[src/rtl/trig_pkg.sv]
package trig_pkg;
  typedef struct packed {
    logic load;
  } trigStrobe_t;
endpackage

[src/rtl/trig_ctrl.sv]
module trig_ctrl
  import trig_pkg::*;
(
  input  logic        clk,
  input  logic        rstN,
  input  logic        start,
  output trigStrobe_t strobe,
  output logic        done
);
  always_comb strobe.load = start;

  always_ff @(posedge clk or negedge rstN) begin
    if (!rstN) done <= 1'b0;
    else       done <= start;
  end

  // flag follows a strobe and only a strobe
  a_r9_done_after_start: assert property (@(posedge clk) disable iff (!rstN)
    start |=> done);
  a_r9_done_needs_start: assert property (@(posedge clk) disable iff (!rstN)
    done |-> $past(start));
endmodule

[src/rtl/trig_datapath.sv]
module trig_datapath
  import trig_pkg::*;
#(
  parameter int W   = 16,
  parameter int NPH = 3,
  localparam int SELW = (NPH > 1) ? $clog2(NPH) : 1,
  localparam int SW   = W + 1
) (
  input  logic                    clk,
  input  logic                    rstN,
  input  trigStrobe_t             strobe,
  input  logic                    allShunts,
  input  logic [SELW-1:0]         midPhase,
  input  logic [NPH-1:0][W-1:0]   pendCmp,
  input  logic [NPH-1:0][W-1:0]   actCmp,
  input  logic [W-1:0]            deadFall,
  output logic [W-1:0]            cmpB,
  output logic                    socOnDown
);
  logic [W-1:0]    avg [NPH];
  logic [SELW-1:0] refIdx;
  logic [SW-1:0]   limit, actX, gap;
  logic            goDown;
  logic [W-1:0]    cmpNext;

  for (genvar g = 0; g < NPH; g++) begin : gAvg
    logic [SW-1:0] pairSum;
    assign pairSum = {1'b0, pendCmp[g]} + {1'b0, actCmp[g]};
    assign avg[g]  = W'(pairSum >> 1);
  end

  always_comb begin
    refIdx = '0;
    if (allShunts) begin
      for (int i = 1; i < NPH; i++)
        if (avg[i] < avg[refIdx]) refIdx = SELW'(i);
    end else if ({1'b0, midPhase} < (SELW+1)'(NPH)) begin
      refIdx = midPhase;
    end else begin
      refIdx = SELW'(NPH - 1);
    end
  end

  assign limit   = {1'b0, pendCmp[refIdx]} + {1'b0, deadFall};
  assign actX    = {1'b0, actCmp[refIdx]};
  assign goDown  = (actX >= limit);
  assign gap     = goDown ? (actX - limit) : (limit - actX);
  assign cmpNext = W'((gap >> 1) + SW'(1));

  always_ff @(posedge clk or negedge rstN) begin
    if (!rstN) begin
      cmpB      <= '0;
      socOnDown <= 1'b0;
    end else if (strobe.load) begin
      cmpB      <= cmpNext;
      socOnDown <= goDown;
    end
  end

  // the chosen phase never has a longer estimate than any other
  for (genvar g = 0; g < NPH; g++) begin : gMinChk
    a_r3_min_pick: assert property (@(posedge clk) disable iff (!rstN)
      allShunts |-> (avg[refIdx] <= avg[g]));
  end

  // a down-count result is half a 16-bit gap plus one
  a_r5_down_range: assert property (@(posedge clk) disable iff (!rstN)
    socOnDown |-> (cmpB != '0) && (cmpB <= W'(1 << (W-1))));

  // without a strobe the outputs do not move
  a_r8_hold: assert property (@(posedge clk) disable iff (!rstN)
    !strobe.load |=> $stable(cmpB) && $stable(socOnDown));
endmodule

[src/rtl/adc_trig_calc.sv]
module adc_trig_calc
  import trig_pkg::*;
#(
  parameter int W   = 16,
  parameter int NPH = 3,
  localparam int SELW = (NPH > 1) ? $clog2(NPH) : 1
) (
  input  logic                  clk,
  input  logic                  rstN,
  input  logic                  start,
  input  logic                  allShunts,
  input  logic [SELW-1:0]       midPhase,
  input  logic [NPH-1:0][W-1:0] pendCmp,
  input  logic [NPH-1:0][W-1:0] actCmp,
  input  logic [W-1:0]          deadFall,
  output logic [W-1:0]          cmpB,
  output logic                  socOnDown,
  output logic                  done
);
  trigStrobe_t strobe;

  trig_ctrl uCtrl (
    .clk(clk), .rstN(rstN), .start(start), .strobe(strobe), .done(done)
  );

  trig_datapath #(.W(W), .NPH(NPH)) uPath (
    .clk(clk), .rstN(rstN), .strobe(strobe), .allShunts(allShunts),
    .midPhase(midPhase), .pendCmp(pendCmp), .actCmp(actCmp),
    .deadFall(deadFall), .cmpB(cmpB), .socOnDown(socOnDown)
  );
endmodule

[config.mk]
export PLATFORM = sky130hd
export DESIGN_NAME = adc_trig_calc
export DESIGN_NICKNAME = d
export VERILOG_FILES = /design/src/rtl/trig_pkg.sv /design/src/rtl/trig_ctrl.sv /design/src/rtl/trig_datapath.sv /design/src/rtl/adc_trig_calc.sv
export SDC_FILE = /design/constraint.sdc
export NUM_CORES = 1
export LEC_CHECK = 0
export BUFFER_PORTS_ARGS = -buffer_cell sky130_fd_sc_hd__buf_2
export CORE_ASPECT_RATIO = 2
export CORE_MARGIN = 2
export CORE_UTILIZATION = 40
export DETAILED_ROUTE_END_ITERATION = 12
export PLACE_DENSITY = 0.6
export SYNTH_ARGS = -nofsm -noshare
export SYNTH_HDL_FRONTEND = slang
export SYNTH_HIERARCHICAL = 1
export SYNTH_SLANG_ARGS = --single-unit
export TNS_END_PERCENT = 5
[constraint.sdc]
create_clock -name clk -period 1.8 [get_ports clk]
set_input_delay 0.09 -clock clk [delete_from_list [all_inputs] [get_ports clk]]
set_output_delay 0.09 -clock clk [all_outputs]
set_load 0.005 [all_outputs]
Word-level counts from Yosys, hierarchy flattened
Cells that the tools add are included.
Cells by class
  $add $sub $neg: 7
  $lt $le $gt $ge: 6
  multiplexer cells: 13
  bitwise logic cells: 1
Operators by type and width (number)
  $bmux 16 s2: 3
  $add 16x16->17: 4
  $mux 16: 4
  $lt 16x16->1: 2
  $ge 16x17->1: 1
  $mux 17: 1
  $sub 16x17->17: 1
  $sub 17x16->17: 1
  $add 16x1->16 const B: 1
  $mux 2: 4
  $ge 3x3->1 const B: 1
  $lt 2x3->1 const B: 1
  $not 2->3: 1
  $lt 2x2->1 const B: 1
  $mux 1: 1
Word-level totals
  bits in registers: 18
  input bits: 118
  output and inout bits: 18
  logic and storage cells: 30

Depth between registers and ports, before layout
Gate-level depths: netlist of the first run.
  depth in word-level cells: 17
  mapped depth: 63

Hierarchy
The synthesis of the first run kept the hierarchy.
By module, submodules not included
  trig_datapath: times used 1, cells each 930, area an instance 7045.5 sq um, seq. area each 425.4 sq um
  trig_ctrl: times used 1, cells each 2, area an instance 32.5 sq um, seq. area each 25.0 sq um

Least setup slack after synthesis of the first run
Ideal clock, no wire load.
  path kind: input-to-reg
  start point: input pendCmp[16] in the netlist's numbering
  end point: register uPath.cmpB[12]
  arrival: 11257 ps
  data required time: 1675 ps
  path slack: -9582 ps
  stages: 60
  path buffers: 5
  cell sequence: and2_1 fa_1 a21o_1 a21oi_1 o21bai_1 a21o_1 a21oi_1 o21ai_0 o41ai_1 o21ai_0 xor2_1 ha_1 a21o_1 a21o_1 a21oi_1 o21ai_0 a21oi_1 clkbuf_1 [... 24 more ...] xor2_1 ha_1 buf_2 and2_1 and2_0 a22oi_1 o2111ai_1 and2_1 buf_6 nand2_2 mux2i_1 xnor2_1 ha_1 inv_1 nor4b_2 nand3_1 xnor2_1 mux2_2
On the way
  word-level cells in the longest chain between the ends: 17
  elaborated cells on any way between the ends: 21
  those cells by class: add/sub: 5; order compare: 3; mux: 12; bitwise: 1
Ends and longest elaborated chain
  from (decl): RTL line adc_trig_calc.sv:13  | input logic [NPH-1:0][W-1:0] pendCmp,
  $add 16x16->17: RTL line trig_datapath.sv:28  | assign pairSum = {1'b0, pendCmp[g]} + {1'b0, actCmp[g]};
  $lt 16x16->1: RTL line trig_datapath.sv:36  | if (avg[i] < avg[refIdx]) refIdx = SELW'(i);
  $mux 1: RTL line trig_datapath.sv:36
  $mux 2: RTL line trig_datapath.sv:34  | if (allShunts) begin
  $not 2->3 (not written as such): RTL line trig_datapath.sv:36
  $bmux 16 s2: RTL line trig_datapath.sv:36
  $mux 16 (not written as such) (2 in a row): RTL line trig_datapath.sv:36
  $lt 16x16->1: RTL line trig_datapath.sv:36
  $mux 2: RTL line trig_datapath.sv:36
  $mux 2: RTL line trig_datapath.sv:34
  $bmux 16 s2: RTL line trig_datapath.sv:44  | assign limit = {1'b0, pendCmp[refIdx]} + {1'b0, deadFall};
  $mux 16 (not written as such): RTL line trig_datapath.sv:44
  $add 16x16->17: RTL line trig_datapath.sv:44
  $sub 17x16->17, or another cell as far along: RTL line trig_datapath.sv:47  | assign gap = goDown ? (actX - limit) : (limit - actX);
  $mux 17 (*): RTL line trig_datapath.sv:47
  $add 16x1->16 (*): RTL line trig_datapath.sv:48  | assign cmpNext = W'((gap >> 1) + SW'(1));
  to (signal assigned): RTL line trig_datapath.sv:55  | cmpB <= cmpNext;
  to (decl): RTL line trig_datapath.sv:17  | output logic [W-1:0] cmpB,
Every way passes the cells marked *; elsewhere a longest branch is shown, timed or not. The select of a mux whose other input is x is not followed.
A chain may end at the register's enable or synchronous reset.

Worst setup path in the final report of the first run
  start point: input pendCmp[1] in the netlist's numbering
  end point: register uPath.cmpB[15]
Same word-level chain as after synthesis.

==> out/qor.csv, run 1 <==
stage,metric,value,unit
flow_run,Max Cap Viol,0,
grt,number of global-route vias before repair,8684,
yosys,register area share after synthesis,6.36,%
worst_setup_path,CP max stage delay,440,ps
yosys,Commonest cells post-synth,"ha_1, a21oi_1, nor2_1, a21o_1",
die,# IOs,136,
die,Rows,68,
grt,GRT overflow,0,
drt,routed len/inst,15.9,um
yosys,Area contributors post-synth,"ha_1, a21oi_1, dfrtp_1, xnor2_1, a21o_1",
timing,smallest setup slack after layout,-8300,ps
timing,RSZ-0062 raised after global routing,yes,
die,effective utilization at floorplan,41.0,%
finish,# diodes,0,
timing,Final Hold Vio Count,0,
yosys,Synth Area per Inst,7.59,sq um
grt,number of antenna violations at the first check in global routing,0,
status,status,"complete, but fails checks",
grt,Total GRT Usage,25.8,%
yosys,"EDFF count, synth",0,
clock_tree,H-tree Lvls,1,
timing,final setup fails,17,
drt,Via density,5.33,
worst_setup_path,Worst EP arrival,10240,ps
finish,layout cells sized above 1,42.9,%
placed_design,IO Port Bufs,135,
clock_tree,Num CTS Buffers,3,
timing,Max Clock Freq,99.0,MHz
placed_design,HPWL Detailed,21.5,mm
die,Die X,98.1,um
timing,shortest period the worst path allows,10100,ps
die,Die Ht,192,um
timing,pins over their slew limit,0,
timing,worst-margin pin slew,586,ps
drt,overall via count from detail_route,8333,
yosys,"count leader, synth",ha_1,
finish,synth-to-layout area growth,52.7,%
placed_design,dpl cells,1527,
yosys,area fraction of the dominant cell type after synthesis,21.9,%
yosys,Netlist cell types,69,
worst_setup_path,startpoint types,input pin,
worst_setup_path,crit path max fanout,13,
worst_setup_path,Setup CP Type,in -> reg,
yosys,Cells after Synth,932,
clock_tree,"CTS clk-pin slew, worst paths",50,ps
grt,first-pass GRT wire length,39.6,mm
clock_tree,clk_lat worst skew,250,ps
timing,fin crit share,561,%
drt,DRC viols,0,
timing,Max Clock Skew,0,ps
clock_tree,CTS Buffer Depth,2,
yosys,post-synthesis cell area,7080,sq um
yosys,YS warnings,6,
clock_tree,clk sink count,18,
placed_design,GP Congestion,0.931,
drt,1st-iter DRT viols,205,
worst_setup_path,crit-path most repeated cell,buf_4,
timing,Relative slew margins,60.8,%
drt,iteration count of the initial detailed-routing pass,5,
clock_tree,CTS tree,done,
yosys,Yosys reg bits,18,
finish,# fillers,1609,
clock_tree,clock root buffer,clkbuf_16,
yosys,prevailing post-synth register cell,dfrtp_1,
die,die area,18800,sq um
yosys,Yosys top cell by area,ha_1,
worst_hold_path,Hold Crit Class,in -> reg,
worst_setup_path,Worst EP required,1940,ps
grt,largest net degree at the start of global routing,29,
drt,final WL,24.9,mm
drt,Routed Antenna Nets,0,
die,core area,17300,sq um
status,failing checks,negative setup slack,
worst_setup_path,Crit. End Element,flip-flop,
finish,Final Instance Count excl. Fillers,1563,
yosys,Synthesized Nets,1180,
worst_setup_path,"slowest stage cell, crit path",a2111oi_4,
finish,Nets,1602,
yosys,Synth async-reset ratio,100,%
==> registers in the layout, summed over array words and instances, names as in the netlist <==
register         flops
uCtrl/done           1
uPath/socOnDown      1
uPath/cmpB          16
==> path summary, 6_finish.rpt <==
path / startpoint / end / slack (ps) / cells past startpoint
max: pendCmp[1] / uPath/cmpB[15]$_DFFE_PN0P_ / -8300 / 55
min: start / uCtrl/done$_DFF_PN0_ / 180 / 1
max reg2reg: uPath/cmpB[12]$_DFFE_PN0P_ / uPath/cmpB[12]$_DFFE_PN0P_ / 1020 / 1
min reg2reg: uPath/cmpB[11]$_DFFE_PN0P_ / uPath/cmpB[11]$_DFFE_PN0P_ / 500 / 1
max in group asynchronous: rstN / uPath/cmpB[0]$_DFFE_PN0P_ / 1220 / 2
min in group asynchronous: rstN / uPath/socOnDown$_DFFE_PN0P_ / 300 / 2
==> metrics by stage <==
step           hold WS, ps  TNS [ps]  worst slack [ps]  utilization, %  area [sq um]
3_5_place_dp          36.6   -150570             -9140            58.5         10100
6_report               181   -136060             -8300            62.6         10800
4_1_cts                185   -136320             -8330            61.9         10700
5_1_grt                211   -146260             -8930            62.6         10800
2_1_floorplan         -206   -133340             -8230               -          7250
3_3_place_gp          32.0   -148570             -9010            58.5         10100
==> critical path: cells and delay by family <==
| kind | cells | cell delay, ps |
|---|---|---|
| adder cells (fa/ha/maj) | 5 | 1510 |
| AND/OR/NAND/NOR | 10 | 1410 |
| AO/OA/AOI/OAI | 24 | 4420 |
| multiplexers | 2 | 530 |
| XOR/XNOR | 3 | 520 |
| buffers and inverters | 11 | 1770 |
==> final cells by class <==
type / count / area [sq um] / share of cell area, %
clock buffer: 4 / 88.8 / 0.822
inverter: 48 / 180 / 1.67
multi-input combinational: 831 / 6740 / 62.3
sequential: 18 / 450 / 4.17
tap: 210 / 263 / 2.43
timing repair buffer: 452 / 3090 / 28.6
==> layout by cell type, fill, tap and decap left out, drive strengths merged, types with 3 or more instances in the layout <==
cell	Yosys	final
o31ai	4	4
nand2	49	49
nor3	24	24
buf	22	451
a21oi	124	125
o41ai	4	4
nand2b	17	17
clkbuf	14	4
a21boi	3	3
dfrtp	18	18
ha	124	124
nor2	92	92
a2111oi	6	6
o211ai	10	10
o22ai	10	10
xor2	25	25
and2	16	16
o211a	4	4
nand4	9	9
o21ai	33	33
mux2i	37	37
o21a	15	15
or3	5	5
a21o	53	53
o21bai	16	16
inv	48	48
a22oi	3	3
a31o	6	6
and3	4	4
a211oi	3	3
a31oi	3	3
nor2b	13	13
nand3	23	23
fa	6	6
mux2	17	17
xnor2	47	47
==> logic make-up (layout without fill, tap and decap cells) <==
kind of cell,count (synthesis),count (layout),share of synthesized area (%)
xor+xnor,72,72,8.91
buf+inv,84,504,5.34
flops,18,18,6.36
simple gates,264,264,18.8
compound gates,310,311,29.0
fa+ha+maj,130,130,23.6
mux,54,54,7.94
==> layer usage <==
layer	vias up	global-route usage, %	routed length [um]
li1	4237	-	-
met1	3844	24.3	8730
met2	168	53.1	14000
met3	84	1.13	576
met4	0	15.5	1610
met5	-	0	0
==> timing repair <==
item	in CTS	in global routing
hold buffers	1	0
gates resized for setup	58	26
hold endpoints to repair	18	0
pin swaps	64	31
gates cloned	2	0
setup buffers	26	3
endpoints found under the setup margin	17	17
Power of run 1 is left out: the tool's default activity adds up to more than one toggle a clock period on the data nets, which glitch-free logic cannot reach.
==> run 2: changes to the inputs <==
--- a/config.mk
+++ b/config.mk
@@ -6,11 +6,14 @@
 export NUM_CORES = 1
 export LEC_CHECK = 0
 export BUFFER_PORTS_ARGS = -buffer_cell sky130_fd_sc_hd__buf_2
+export CELL_PAD_IN_SITES_DETAIL_PLACEMENT = 0
+export CELL_PAD_IN_SITES_GLOBAL_PLACEMENT = 1
 export CORE_ASPECT_RATIO = 2
 export CORE_MARGIN = 2
 export CORE_UTILIZATION = 40
 export DETAILED_ROUTE_END_ITERATION = 12
-export PLACE_DENSITY = 0.6
+export PLACE_DENSITY = 0.79
+export RECOVER_POWER = 25
 export SYNTH_ARGS = -nofsm -noshare
 export SYNTH_HDL_FRONTEND = slang
 export SYNTH_HIERARCHICAL = 1
==> run 2 against run 1 <==
- the flow still finishes with violations (negative setup slack)
- maximum frequency decreased by 2.3%
- sequential share of layout area about the same
- utilization increased by 0.46 points
- highest routed layer unchanged
- design area increased by 0.74%
- worst setup slack got worse by 240 ps
- first-iteration DRC count increased by 7.3%
- clock-buffer cell count unchanged
- via count increased by 0.22%
- hold slack improved by 9.8 ps
- non-clock buffer count increased by 2
- global-route usage increased by 0.21 points
- routed wire length increased by 2.0%
==> out/qor.csv, run 2 (synthesized netlist as in run 1, its figures left out) <==
stage,metric,value,unit,change
die,Die Ht,192,um,unchanged
finish,"commonest non-fill, non-tap cells in the layout","buf_4, buf_2, ha_1",,
clock_tree,"CTS clk-pin slew, worst paths",50,ps,about the same
flow_run,Max Cap Viol,0,,unchanged
worst_setup_path,"slowest stage cell, crit path",o41ai_2,,
die,Rows,68,,unchanged
finish,Regs by FF count,"uPath/cmpB x16, uCtrl/done x1, uPath/socOnDown x1",,
drt,final WL,25.4,mm,+2.0%
die,core area,17300,sq um,unchanged
worst_setup_path,CP max stage delay,330,ps,-110 ps
grt,GRT overflow,0,,unchanged
timing,pins over their slew limit,0,,unchanged
grt,number of global-route vias before repair,8803,,+1.4%
worst_setup_path,Worst EP required,1930,ps,about the same
grt,gr busiest metal,met2,,
placed_design,HPWL Detailed,21.8,mm,+1.6%
grt,GR Layer Usage met1,24.8,%,+0.54 points
drt,1st-iter DRT viols,220,,+7.3%
clock_tree,clock root buffer,clkbuf_16,,
timing,Max Clock Freq,96.7,MHz,-2.3%
placed_design,Area after DPL,10200,sq um,+0.67%
die,# IOs,136,,unchanged
timing,fin crit share,575,%,+13 points
timing,smallest setup slack after layout,-8540,ps,-243 ps
timing,Relative slew margins,35.3,%,-25 points
drt,overall via count from detail_route,8351,,+0.22%
timing,shortest period the worst path allows,10340,ps,+243 ps
clock_tree,clk_lat worst skew,250,ps,about the same
drt,Via density,5.34,,+0.15%
finish,layout cells sized above 1,43.4,%,+0.49 points
finish,"most common cell after layout, fill and taps aside",buf_4,,
status,status,"complete, but fails checks",,
grt,largest net degree at the start of global routing,31,,+6.9%
timing,final setup fails,17,,unchanged
drt,DRC viols,0,,unchanged
clock_tree,H-tree Lvls,1,,unchanged
worst_setup_path,Setup CP Type,in -> reg,,
clock_tree,clk sink count,18,,unchanged
die,die area,18800,sq um,unchanged
placed_design,pre-CTS setup slack,-9280,ps,-141 ps
worst_setup_path,startpoint types,input pin,,
finish,Biggest register,uPath/cmpB,,
grt,grt met2 use,53.6,%,+0.45 points
worst_setup_path,Crit. End Element,flip-flop,,
finish,synth-to-layout area growth,53.9,%,
finish,max reg flops,16,,unchanged
grt,met3 Usage GRT,0.582,%,-0.55 points
clock_tree,Num CTS Buffers,3,,unchanged
grt,number of antenna violations at the first check in global routing,0,,unchanged
placed_design,GP Congestion,0.930,,about the same
timing,worst-margin pin slew,970,ps,+385 ps
drt,Routed Antenna Nets,0,,unchanged
grt,Total GRT Usage,26.0,%,+0.21 points
worst_hold_path,Hold Crit Class,in -> reg,,
timing,final setup TNS,-139270,ps,-3200 ps
timing,Final Hold Vio Count,0,,unchanged
worst_setup_path,crit path max fanout,8,,-5
status,failing checks,negative setup slack,,
clock_tree,CTS tree,done,,
placed_design,IO Port Bufs,135,,unchanged
timing,RSZ-0062 raised after global routing,yes,,
finish,# diodes,0,,unchanged
timing,minimum hold slack,191,ps,+9.80 ps
finish,Nets,1603,,+0.062%
die,effective utilization at floorplan,41.0,%,unchanged
die,Die X,98.1,um,unchanged
finish,Final Instance Area,10900,sq um,+0.74%
grt,first-pass GRT wire length,40.0,mm,+1.0%
timing,Max Clock Skew,0,ps,unchanged
drt,routed len/inst,16.2,um,+2.0%
worst_setup_path,crit-path most repeated cell,a21oi_2,,
worst_setup_path,Worst EP arrival,10480,ps,+240 ps
clock_tree,CTS Buffer Depth,2,,unchanged
drt,iteration count of the initial detailed-routing pass,4,,-1
==> run 2: per-stage QoR <==
step	util, %	std cells
global placement	58.9	1536
detailed placement	58.9	1536
floorplan	-	932
global route	63.1	1564
CTS	61.0	1551
finish	63.1	1564
==> run 2: critical path, delay by kind of cell <==
family,cells,cell delay [ps]
adder cells (fa/ha/maj),6,1700
multiplexers,3,780
XOR/XNOR,4,580
AND/OR/NAND/NOR,13,1800
buffers and inverters,6,820
AO/OA/AOI/OAI,29,4730
==> run 2: worst paths after layout <==
path                                                  from  slack [ps]                    endpoint  depth (start not counted)
worst max-delay path                           pendCmp[17]       -8540  uPath/cmpB[12]$_DFFE_PN0P_                         61
worst min-delay path                                 start         190        uCtrl/done$_DFF_PN0_                          1
worst max register to register   uPath/cmpB[5]$_DFFE_PN0P_        1000   uPath/cmpB[5]$_DFFE_PN0P_                          1
worst min register to register  uPath/cmpB[15]$_DFFE_PN0P_         500  uPath/cmpB[15]$_DFFE_PN0P_                          1
max in group asynchronous                             rstN         700   uPath/cmpB[7]$_DFFE_PN0P_                          2
min in group asynchronous                             rstN         510  uPath/cmpB[14]$_DFFE_PN0P_                          2
==> run 2: repair_timing <==
item                                   4_1_cts  5_1_grt
hold buffers                                 1        0
setup endpoints to repair                   17       17
endpoints found under the hold margin       18        0
buffers inserted                             9       13
pin swaps                                   27       65
gates resized for setup                     43       55
cloned                                       1        0
==> run 2: cell type report <==
class                      count  area (sq um)
tap                          210           263
clock buffer                   4          88.8
multi-input combinational    830          6790
inverter                      48           180
sequential                    18           450
timing repair buffer         454          3120
fill                        1633          6380
==> run 2: layer usage <==
layer  up-vias  wire [um]  part of all wire [%]
li1       4235          -                     -
met4         0       1750                   6.9
met1      3824       8940                    35
met3        95        520                   2.0
met5         -          0                     0
met2       197      14200                    56
Power of run 2 is left out for the same reason.
==> run 3: changes to the inputs <==
--- a/config.mk
+++ b/config.mk
@@ -12,7 +12,8 @@
 export CORE_MARGIN = 2
 export CORE_UTILIZATION = 40
 export DETAILED_ROUTE_END_ITERATION = 12
-export PLACE_DENSITY = 0.79
+export MAX_ROUTING_LAYER = met4
+export PLACE_DENSITY_LB_ADDON = 0.1
 export RECOVER_POWER = 25
 export SYNTH_ARGS = -nofsm -noshare
 export SYNTH_HDL_FRONTEND = slang
==> run 3 against run 2 <==
- the flow still finishes with violations (negative setup slack)
- flip-flop and latch count is the same
- via count increased by 2.4%
- non-clock buffer count grew 36
- design area grew 2.4%
- hold slack improved by 17 ps
- register-to-register slack improved by 40 ps
- utilization grew 1.5 points
- sequential share of layout area is 0.096 points lower
- first-iteration DRC count fell by 5.5%
- clock-buffer cell count is 1 lower
- die area stayed put
==> out/qor.csv, run 3 (synthesized netlist as in run 1, its figures left out) <==
stage,metric,value,unit,change
placed_design,dpl cells,1559,,+1.5%
finish,synth-to-layout area growth,57.5,%,
die,# IOs,136,,unchanged
placed_design,pre-CTS setup slack,-9140,ps,+145 ps
placed_design,IO Port Bufs,135,,unchanged
finish,Finished Core Util,64.6,%,+1.5 points
timing,Max Clock Freq,96.4,MHz,-0.30%
finish,Multi-input gate area,6780,sq um,-0.11%
grt,first-pass GRT wire length,41.7,mm,+4.1%
finish,# fillers,1604,,-1.8%
timing,Relative slew margins,32.3,%,-3.0 points
status,status,"complete, but fails checks",,
grt,number of antenna violations at the first check in global routing,0,,unchanged
timing,smallest setup slack after layout,-8580,ps,-31.2 ps
die,Die X,98.1,um,unchanged
worst_setup_path,startpoint types,input pin,,
finish,# diodes,0,,unchanged
grt,Total GRT Usage,28.4,%,+2.4 points
finish,"most common cell after layout, fill and taps aside",buf_4,,
drt,Via density,5.35,,+0.19%
worst_hold_path,Hold Crit Class,in -> reg,,
die,Rows,68,,unchanged
placed_design,GP Congestion,0.940,,+1.0%
drt,DRC viols,0,,unchanged
timing,Max Clock Skew,0,ps,unchanged
finish,Regs by FF count,"uPath/cmpB x16, uCtrl/done x1, uPath/socOnDown x1",,
die,Die Ht,192,um,unchanged
clock_tree,"CTS clk-pin slew, worst paths",50,ps,about the same
timing,shortest period the worst path allows,10380,ps,+31.2 ps
clock_tree,Num CTS Buffers,3,,unchanged
clock_tree,H-tree Lvls,1,,unchanged
finish,layout cells sized above 1,44.9,%,+1.6 points
timing,final setup fails,17,,unchanged
drt,overall via count from detail_route,8554,,+2.4%
timing,RSZ-0062 raised after global routing,yes,,
clock_tree,clk sink count,18,,unchanged
die,effective utilization at floorplan,41.0,%,unchanged
timing,Final Hold Vio Count,0,,unchanged
clock_tree,clk_lat worst skew,250,ps,about the same
drt,iteration count of the initial detailed-routing pass,5,,+1
clock_tree,clock root buffer,clkbuf_16,,
worst_setup_path,"slowest stage cell, crit path",o41ai_2,,
clock_tree,CTS tree,done,,
finish,max reg flops,16,,unchanged
clock_tree,CTS Buffer Depth,2,,unchanged
die,core area,17300,sq um,unchanged
grt,number of global-route vias before repair,8847,,+0.50%
timing,final setup TNS,-141060,ps,-1790 ps
worst_setup_path,Crit. End Element,flip-flop,,
drt,1st-iter DRT viols,208,,-5.5%
worst_setup_path,Setup CP Type,in -> reg,,
status,failing checks,negative setup slack,,
grt,GRT overflow,0,,unchanged
grt,largest net degree at the start of global routing,29,,-6.5%
timing,worst-margin pin slew,1020,ps,+45.3 ps
drt,final WL,26.8,mm,+5.6%
finish,"commonest non-fill, non-tap cells in the layout","buf_4, buf_2, ha_1",,
worst_setup_path,CP max stage delay,410,ps,+80 ps
worst_setup_path,crit path max fanout,6,,-2
timing,fin crit share,576,%,+1.7 points
finish,Nets,1639,,+2.2%
drt,routed len/inst,16.8,um,+3.3%
worst_setup_path,Worst EP required,1930,ps,about the same
drt,Routed Antenna Nets,0,,unchanged
placed_design,HPWL Detailed,23.0,mm,+5.6%
finish,Final Instance Count excl. Fillers,1599,,+2.2%
die,die area,18800,sq um,unchanged
timing,pins over their slew limit,0,,unchanged
worst_setup_path,Worst EP arrival,10510,ps,+30 ps
worst_setup_path,crit-path most repeated cell,a21oi_2,,
finish,Biggest register,uPath/cmpB,,
finish,register area,450,sq um,unchanged
flow_run,Max Cap Viol,0,,unchanged
==> run 3: critical path, delay by kind of cell <==
kind,cells,cell delay [ps]
compound gates,27,4410
fa+ha+maj,6,1760
simple gates,12,1670
buf+inv,11,1400
mux,3,720
xor+xnor,3,490
==> run 3: worst paths after layout <==
path	startpoint	to	slack (ps)	depth (start not counted)
min in group asynchronous	rstN	uPath/cmpB[14]$_DFFE_PN0P_	540	2
max in group asynchronous	rstN	uPath/cmpB[1]$_DFFE_PN0P_	640	2
worst max-delay path	pendCmp[17]	uPath/cmpB[10]$_DFFE_PN0P_	-8580	62
worst max register to register	uPath/cmpB[10]$_DFFE_PN0P_	uPath/cmpB[10]$_DFFE_PN0P_	1040	1
worst min register to register	uPath/cmpB[2]$_DFFE_PN0P_	uPath/cmpB[2]$_DFFE_PN0P_	500	1
worst min-delay path	start	uCtrl/done$_DFF_PN0_	210	1
==> run 3: repair_timing <==
action	CTS	global route
setup endpoints to repair	17	17
hold endpoints to repair	18	0
pin swaps	59	59
hold buffers	1	0
buffers inserted	23	12
cloned	1	0
resized for setup	57	44
==> run 3: layout make-up <==
class | instances | share of cell area, %
well taps | 210 | 2.36
clock buffers | 3 | 0.673
repair buffers | 490 | 30.5
flip-flops and latches | 18 | 4.04
inverters | 48 | 1.62
multi-input cells | 830 | 60.8
==> run 3: stage by stage <==
stage	hold slack, ps	cell area, sq um
3_5_place_dp	38.4	10300
3_3_place_gp	34.3	10300
6_report	209	11100
2_1_floorplan	-206	7250
5_1_grt	235	11100
4_1_cts	203	10900
==> run 3: per-layer routing <==
layer  up-vias  share of wire [%]  track usage, %
li1       4302                  -               -
met4         0                7.5            18.8
met1      3972                 34            25.5
met5         -                  0               -
met3        83                2.0           0.837
met2       197                 56            56.6
Power of run 3 is left out for the same reason.
